$ cat src/rtl/psd_pkg.sv
package psd_pkg;
   // Prescaler size selection
   typedef enum logic {
      PSEL_LARGE = 1'b0,
      PSEL_SMALL = 1'b1
   } psel_e;
endpackage

$ cat src/rtl/psd_cfg_latch.sv
module psd_cfg_latch
   import psd_pkg::*;
#(
   parameter int N_W   = 11,
   parameter int A_W   = 7,
   parameter int N_MIN = 5,
   parameter int RST_N = 5
) (
   input  logic           clk,
   input  logic           rst_n,
   input  logic           wrap,
   input  logic           sel_in,
   input  logic [N_W-1:0] n_in,
   input  logic [A_W-1:0] a_in,
   output psel_e          sel_act,
   output psel_e          sel_nxt,
   output logic [N_W-1:0] n_nxt,
   output logic [A_W-1:0] a_nxt,
   output logic           cfg_err
);
   localparam int PAD = N_W - A_W;
   localparam logic [N_W-1:0] N_MIN_V = N_MIN[N_W-1:0];
   localparam logic [N_W-1:0] N_RST_V = RST_N[N_W-1:0];

   logic [N_W-1:0] n_q;
   logic [A_W-1:0] a_q;
   psel_e          sel_q;
   logic           legal;

   assign legal   = (n_in >= N_MIN_V) && ({{PAD{1'b0}}, a_in} < n_in);
   assign sel_act = sel_q;
   assign sel_nxt = legal ? psel_e'(sel_in) : sel_q;
   assign n_nxt   = legal ? n_in : n_q;
   assign a_nxt   = legal ? a_in : a_q;

   always_ff @(posedge clk or negedge rst_n) begin
      if (!rst_n) begin
         n_q     <= N_RST_V;
         a_q     <= '0;
         sel_q   <= PSEL_SMALL;
         cfg_err <= 1'b0;
      end else if (wrap) begin
         n_q   <= n_nxt;
         a_q   <= a_nxt;
         sel_q <= sel_nxt;
         if (!legal) cfg_err <= 1'b1;
      end
   end


   err_sticky_chk: assert property (@(posedge clk) disable iff (!rst_n)
      cfg_err |=> cfg_err);

   hold_between_chk: assert property (@(posedge clk) disable iff (!rst_n)
      !wrap |=> $stable({sel_q, n_q, a_q}));

   active_legal_chk: assert property (@(posedge clk) disable iff (!rst_n)
      (n_q >= N_MIN_V) && ({{PAD{1'b0}}, a_q} < n_q));
endmodule

$ cat src/rtl/psd_prescaler.sv
module psd_prescaler
   import psd_pkg::*;
#(
   parameter int M_SMALL = 64
) (
   input  logic  clk,
   input  logic  rst_n,
   input  psel_e sel,
   input  logic  plus1,
   output logic  pp
);
   localparam int PC_W = $clog2(2 * M_SMALL) + 1;
   localparam logic [PC_W-1:0] LD_S0 = PC_W'(M_SMALL - 1);
   localparam logic [PC_W-1:0] LD_S1 = PC_W'(M_SMALL);
   localparam logic [PC_W-1:0] LD_L0 = PC_W'(2 * M_SMALL - 1);
   localparam logic [PC_W-1:0] LD_L1 = PC_W'(2 * M_SMALL);

   generate
      if (M_SMALL < 4) begin : g_bad_mod
         $error("psd_prescaler: M_SMALL must be at least 4");
      end
   endgenerate

   logic [PC_W-1:0] pc_q;
   logic [PC_W-1:0] ld_val;

   always_comb begin
      if (sel == PSEL_SMALL) ld_val = plus1 ? LD_S1 : LD_S0;
      else                   ld_val = plus1 ? LD_L1 : LD_L0;
   end

   assign pp = (pc_q == '0);

   always_ff @(posedge clk or negedge rst_n) begin
      if (!rst_n)  pc_q <= LD_S0;
      else if (pp) pc_q <= ld_val;
      else         pc_q <= pc_q - 1'b1;
   end


   pp_spacing_chk: assert property (@(posedge clk) disable iff (!rst_n)
      pp |=> !pp);
endmodule

$ cat src/rtl/psd_cycle_ctr.sv
module psd_cycle_ctr #(
   parameter int N_W   = 11,
   parameter int A_W   = 7,
   parameter int RST_N = 5
) (
   input  logic           clk,
   input  logic           rst_n,
   input  logic           pp,
   input  logic [N_W-1:0] n_nxt,
   input  logic [A_W-1:0] a_nxt,
   output logic           wrap,
   output logic           plus1_nxt,
   output logic           mod_ctl
);
   localparam logic [N_W-1:0] N_RST_V = RST_N[N_W-1:0];
   localparam logic [N_W-1:0] N_ONE   = N_W'(1);
   localparam logic [A_W-1:0] A_ONE   = A_W'(1);

   logic [N_W-1:0] nc_q;
   logic [A_W-1:0] sc_q;

   assign wrap      = pp && (nc_q == N_ONE);
   assign mod_ctl   = (sc_q != '0);
   assign plus1_nxt = wrap ? (a_nxt != '0) : (sc_q > A_ONE);

   always_ff @(posedge clk or negedge rst_n) begin
      if (!rst_n) begin
         nc_q <= N_RST_V;
         sc_q <= '0;
      end else if (pp) begin
         if (wrap) begin
            nc_q <= n_nxt;
            sc_q <= a_nxt;
         end else begin
            nc_q <= nc_q - 1'b1;
            if (sc_q != '0) sc_q <= sc_q - 1'b1;
         end
      end
   end


   fp_single_chk: assert property (@(posedge clk) disable iff (!rst_n)
      wrap |=> !wrap);

   fp_mod_low_chk: assert property (@(posedge clk) disable iff (!rst_n)
      wrap |-> !mod_ctl);
endmodule

$ cat src/rtl/pswallow_div.sv
module pswallow_div
   import psd_pkg::*;
#(
   parameter int N_W     = 11,
   parameter int A_W     = 7,
   parameter int N_MIN   = 5,
   parameter int M_SMALL = 64,
   parameter int RST_N   = 5
) (
   input  logic           clk,
   input  logic           rst_n,
   input  logic           sel_small,
   input  logic [N_W-1:0] n_word,
   input  logic [A_W-1:0] a_word,
   output logic           fp,
   output logic           mod_ctl,
   output logic           cfg_err
);
   generate
      if (A_W >= N_W) begin : g_bad_aw
         $error("pswallow_div: A_W must be narrower than N_W");
      end
      if (N_MIN < 2 || RST_N < N_MIN) begin : g_bad_n
         $error("pswallow_div: N_MIN >= 2 and RST_N >= N_MIN required");
      end
   endgenerate

   logic           wrap;
   logic           pp;
   logic           plus1_nxt;
   psel_e          sel_act;
   psel_e          sel_nxt;
   psel_e          sel_pre;
   logic [N_W-1:0] n_nxt;
   logic [A_W-1:0] a_nxt;

   psd_cfg_latch #(.N_W(N_W), .A_W(A_W), .N_MIN(N_MIN), .RST_N(RST_N)) u_cfg (
      .clk     (clk),
      .rst_n   (rst_n),
      .wrap    (wrap),
      .sel_in  (sel_small),
      .n_in    (n_word),
      .a_in    (a_word),
      .sel_act (sel_act),
      .sel_nxt (sel_nxt),
      .n_nxt   (n_nxt),
      .a_nxt   (a_nxt),
      .cfg_err (cfg_err)
   );

   assign sel_pre = wrap ? sel_nxt : sel_act;

   psd_prescaler #(.M_SMALL(M_SMALL)) u_pre (
      .clk   (clk),
      .rst_n (rst_n),
      .sel   (sel_pre),
      .plus1 (plus1_nxt),
      .pp    (pp)
   );

   psd_cycle_ctr #(.N_W(N_W), .A_W(A_W), .RST_N(RST_N)) u_cyc (
      .clk       (clk),
      .rst_n     (rst_n),
      .pp        (pp),
      .n_nxt     (n_nxt),
      .a_nxt     (a_nxt),
      .wrap      (wrap),
      .plus1_nxt (plus1_nxt),
      .mod_ctl   (mod_ctl)
   );

   assign fp = wrap;


   reset_quiet_chk: assert property (@(posedge clk) disable iff (!rst_n)
      $rose(rst_n) |-> (!fp && !mod_ctl && !cfg_err));
endmodule

$ cat config.mk
export PLATFORM = sky130hd
export DESIGN_NAME = pswallow_div
export DESIGN_NICKNAME = d
export VERILOG_FILES = /design/src/rtl/psd_pkg.sv /design/src/rtl/psd_cfg_latch.sv /design/src/rtl/psd_prescaler.sv /design/src/rtl/psd_cycle_ctr.sv /design/src/rtl/pswallow_div.sv
export SDC_FILE = /design/constraint.sdc
export NUM_CORES = 1
export LEC_CHECK = 0
export BUFFER_PORTS_ARGS = -buffer_cell sky130_fd_sc_hd__buf_2
export CAP_MARGIN = 20
export CORE_MARGIN = 5
export CORE_UTILIZATION = 25
export CTS_BUF_LIST = sky130_fd_sc_hd__clkbuf_16
export DETAILED_ROUTE_END_ITERATION = 6
export PLACE_DENSITY = 0.4
export SLEW_MARGIN = 15
export SYNTH_ARGS = -nofsm -noshare
export SYNTH_HDL_FRONTEND = slang
export SYNTH_SLANG_ARGS = --single-unit
$ cat constraint.sdc
create_clock -name clk -period 5.94 [get_ports clk]
set_input_delay 0.297 -clock clk [delete_from_list [all_inputs] [get_ports clk]]
set_output_delay 0.297 -clock clk [all_outputs]
set_load 0.005 [all_outputs]
; Word-level counts from Yosys, hierarchy flattened
; Index checks and enable logic that the tools add are counted.
[totals]
reg_bits = 46
inputBits = 21
out_inout_bits = 3
word_cells = 35
[op_classes]
addsub = 3
order_cmp = 3
n_eq_ne = 1
n_mux = 12
n_bitwise = 1
reduce_logical = 8
[ops]
columns = cell, count
row1 = 2-to-1 mux 7 bit, 4
row2 = 2-to-1 mux 8 bit, 3
row3 = 2-to-1 mux 11 bit, 2
row4 = nonzero test 7 bit, 2
row5 = "equality test 11 x 1 -> 1 bit, second input constant", 1
row6 = "greater-or-equal comparator 11 x 3 -> 1 bit, second input constant", 1
row7 = less-than comparator 7 x 11 -> 1 bit, 1
row8 = "subtractor 11 x 1 -> 11 bit, second input constant", 1
row9 = logical NOT 8 bit, 1
row10 = "subtractor 8 x 1 -> 8 bit, second input constant", 1
row11 = "> comparator 7 x 1 -> 1 bit, second input constant", 1
row12 = "subtractor 7 x 1 -> 7 bit, second input constant", 1
row13 = AND reduction 2 bit, 2
row14 = 2-to-1 mux 1 bit, 3
row15 = logical AND 1 bit, 2
row16 = nonzero test 2 bit, 1
row17 = NOT 1 bit, 1

; Depth between registers and ports, before layout
[logic_depth]
depth_word = 8
mapped_depth = 14

; Cells and area by module
; Synthesis repeated with hierarchy kept, for this count alone.
[hier_totals]
hier_cells = 277
hier_area_um2 = 2945.3
[by_module_without_submodules]
columns = module, n_inst, cells_each, area_per_inst_um2
row1 = psd_cycle_ctr, 1, 142, 1251.2
row2 = psd_cfg_latch, 1, 90, 1183.6
row3 = psd_prescaler, 1, 44, 495.5
row4 = pswallow_div, 1, 1, 15.0

; Least setup slack after synthesis
; Ideal clock, no wire load.
[synth_timing]
path_kind = input to register
startpoint = input port n_word[5]
endpoint = register u_pre.pc_q[6]
setup_ns = 0.065
arrival_ns = 2.488
t_required_ns = 5.875
slack_ns = 3.387
cell_stages = 14
path_buffers = 2
path_cell_list = inv_1 > ha_1 > a21oi_1 > nand2_1 > a221oi_2 > nand2b_1 > buf_6 > buf_6 > o2bb2ai_1 > a21oi_1 > ha_1 > nor2_1 > or4_1 > nand2_1
[synth_via]
elab_chain_len = 8
[synth_lines]
columns = item, line
row1 = "start, declared", pswallow_div.sv:13  ; input logic [N_W-1:0] n_word,
row2 = greater-or-equal comparator 11 x 3 -> 1 bit / less-than comparator 7 x 11 -> 1 bit (equally long branches), psd_cfg_latch.sv:30  ; assign legal = (n_in >= N_MIN_V) && ({{PAD{1'b0}}, a_in} < n_in);
row3 = logical AND 1 bit (*), psd_cfg_latch.sv:30
row4 = 2-to-1 mux 7 bit, psd_cfg_latch.sv:34  ; assign a_nxt = legal ? a_in : a_q;
row5 = nonzero test 7 bit, psd_cycle_ctr.sv:24  ; assign plus1_nxt = wrap ? (a_nxt != '0) : (sc_q > A_ONE);
row6 = 2-to-1 mux 1 bit, psd_cycle_ctr.sv:24
row7 = 2-to-1 mux 8 bit / 2-to-1 mux 7 bit (equally long branches), "psd_prescaler.sv:29, psd_prescaler.sv:28"
row8 = 2-to-1 mux 8 bit (*), psd_prescaler.sv:28  ; if (sel == PSEL_SMALL) ld_val = plus1 ? LD_S1 : LD_S0;
row9 = 2-to-1 mux 8 bit (*), psd_prescaler.sv:36  ; else if (pp) pc_q <= ld_val;
row10 = "end signal, assigned", psd_prescaler.sv:36
row11 = "end signal, assigned", psd_prescaler.sv:37  ; else pc_q <= pc_q - 1'b1;
row12 = "end, declared", psd_prescaler.sv:24  ; logic [PC_W-1:0] pc_q;
; Every way passes the cells marked *; elsewhere a longest branch is shown, timed or not.
; A chain may end at the register's enable or synchronous reset.

; Worst setup path after layout
[layout_timing]
startpoint = register u_pre.pc_q[0]
endpoint = register u_pre.pc_q[6]
[layout_via]
elab_chain_len = 6
[layout_lines]
columns = item, line
row1 = logical NOT 8 bit, psd_prescaler.sv:32  ; assign pp = (pc_q == '0);
row2 = logical AND 1 bit, psd_cycle_ctr.sv:22  ; assign wrap = pp && (nc_q == N_ONE);
row3 = 2-to-1 mux 1 bit, psd_cycle_ctr.sv:24
row4 = 2-to-1 mux 8 bit / 2-to-1 mux 7 bit (equally long branches), "psd_prescaler.sv:29, psd_prescaler.sv:28"
row5 = 2-to-1 mux 8 bit, psd_prescaler.sv:28
row6 = 2-to-1 mux 8 bit (*), psd_prescaler.sv:36
; Marked as above.

==> impl_metrics.toml <==
[cts]
clk_latency_ns = 0.29
cts-resized-gates = 0
htreeDepth = 2
clkSlewWorstSetupHoldPaths_ns = 0.07
clock-sinks = 46
cts_buffers = 5
holdBufCountCts = 0
clockRootBuffer = "clkbuf_16"
post_cts_buffers = 0
cts_tree = "done"
clockBufferDepth = 2

[yosys]
synth-seq-cells = 46
async_flop_share_pct = 100
synth_warnings = 0
avgSynthCellArea_sq_um = 10.4
synth_nets = 300
yosysTopAreaCell = "dfrtp_1"
ys_seq_area_share_pct = 41.9
synthTopCellsByArea = "dfrtp_1 (32%), dfstp_2 (10%), mux2_4 (9.7%), mux2i_1 (5.8%), ha_1 (5.4%)"
synth_edf_count = 0
syn_inst = 267
synth_area_sq_um = 2780
yosys_most_used_dff = "dfrtp_1"
synth_cell_types = 54
yosys.area.top_type_share_pct = 31.5

[critical_path]
crit_fanout = 20
cp.arrival_ns = 3.95
cp-end-kind = "register"
worstSetupPathType = "register to register"
crit_required_ns = 6.17
startpoint_type = "register"

[status]
outcome = "completed"

[min_path]
hp-class = "primary input to asynchronous set/reset pin"

[power]
power_w = 0.000633
p_per_area_nw_per_um2 = 200
p_leak_nw = 1.46
vdd_drop_max_mv = 0.0950

[die]
core_area_sq_um = 10900
row_count = 38
initial_core_util_pct = 25.5
io_pins = 24
die_h_microns = 115
die_w_microns = 115
dieArea_sq_um = 13300

[grt]
grt_overflow = 0
grt_pass1_vias = 2120
grt_pass1_wl_microns = 11000
antenna_found_initial = 0
grt_max_degree = 47
grt_util_all_layers_pct = 10.5

[timing]
setup-tns-final_ns = 0
finalCritPeriodShare_pct = 62.7
finalSetupViolations = 0
clock.fmax_ghz = 0.269
skew_ns = 0.00488
holdWs_ns = 0.103
worst_pin_slew_ns = 0.742
rsz0062_at_grt = "no"
relSlewSlack_pct = 50.3
report.final.slew_viol_count = 0
hold_viol = 0
min_period_ns = 3.72

[final_layout]
final_cell_mix = "dfrtp_1 (35), buf_2 (23), nand2_1 (21), a21oi_1 (20)"
nNetsFinal = 323
final_common_cell = "dfrtp_1"
drive_gt1_share_pct = 25.8
fill_cells = 1126
syn2layout_area_growth_pct = 13.8
design_area_sq_um = 3160
multi_input_area_sq_um = 1480
finalCoreUtilization_pct = 29.1
seq_area_sq_um = 1160
diodes = 0

[detailed_routing]
firstDrtPassIters = 6
first_iter_violations = 134
wl_per_cell_microns = 15.1
wirelength_microns = 6500
vias = 2041
ant_nets = 0
via_per_inst = 4.74
drc = 0

[placement]
io_buffers = 23
gp_congestion = 0.742
place_area_sq_um = 3020
post-dp-hpwl_microns = 4740

[run]
cap_violations = 0
final timing paths:
path | startpoint | end | slack (ns) | cells past startpoint
min reg2reg | u_cfg.cfg_err | u_cfg.cfg_err | 0.46 | 1
max in group asynchronous | rst_n | u_cfg.n_q[10] | 5.41 | 2
max reg2reg | u_pre.pc_q[0] | u_pre.pc_q[6] | 2.22 | 12
min | rst_n | u_cfg.a_q[1] | 0.10 | 2
max | u_pre.pc_q[0] | u_pre.pc_q[6] | 2.22 | 12
min in group clk | sel_small | u_cfg.sel_act | 0.27 | 2
kinds of logic (layout without fill, tap and decap cells):
logic type,after synthesis,in the layout,share of synthesized area [%]
buffers and inverters,27,51,5.04
multiplexers,35,35,15.9
XOR/XNOR,6,6,1.89
flip-flops,46,46,41.9
AND/OR/NAND/NOR,79,79,15.2
adder cells (fa/ha/maj),12,12,5.40
AO/OA/AOI/OAI,62,62,14.7
where the power goes:
part | leakage, nW | switching, W | total [W] | internal [W]
registers | 0.520 | 0.0000000490 | 0.000314 | 0.000314
clock network | 0.0698 | 0.000125 | 0.000281 | 0.000156
logic | 0.869 | 0.0000243 | 0.0000384 | 0.0000141
total | 1.46 | 0.000149 | 0.000633 | 0.000484
cells in the mapped netlist (all sizes together) (4+ instances only):
master / number
a21o: 4
nand3: 5
or4: 4
xor2: 4
nor3: 12
nor2: 19
buf: 8
a21oi: 20
dfrtp: 35
o21ai: 16
dfstp: 11
inv: 16
nand2: 22
nor4: 6
mux2i: 16
mux2: 19
ha: 12
sequential cells by signal, summed over array words and instances, names as in the netlist:
register,count
u_cfg.cfg_err,1
u_cfg.a_q,7
u_cyc.sc_q,7
u_cfg.sel_act,1
u_cyc.nc_q,11
u_cfg.n_q,11
u_pre.pc_q,8
critical path: stages (launching register included):
cell,delay (ns)
dfstp_2,0.37
inv_1,0.05
ha_1,0.19
nor4b_4,0.29
and2_1,0.51
nand2_1,0.39
clkinv_2,0.32
nand2_2,0.48
mux2i_1,0.25
ha_1,0.31
nor2_1,0.03
or4_1,0.39
nand2_1,0.07
through the flow:
stage / setup slack (ns) / std cells
finish: 2.22 / 431
global route: 1.84 / 431
CTS: 2.14 / 431
detailed placement: 2.14 / 423
global placement: 2.20 / 423
floorplan: 3.39 / 267
cell type report:
| class | instances | area share (%) |
|---|---|---|
| clock buffer | 5 | 3.95 |
| clock inverter | 3 | 0.672 |
| inverter | 17 | 2.06 |
| multi-input combinational | 194 | 46.6 |
| sequential | 46 | 36.8 |
| tap | 140 | 5.54 |
| timing repair buffer | 26 | 4.35 |
metal layers:
layer | vias up | GRT usage (%) | share of wire, %
met5 | - | 0 | 0
met4 | 0 | 2.90 | 0.78
met3 | 5 | 1.83 | 2.8
met2 | 35 | 16.7 | 46
met1 | 991 | 14.7 | 51
li1 | 1010 | - | -
No activity file was read; power rests on OpenSTA's default activity.
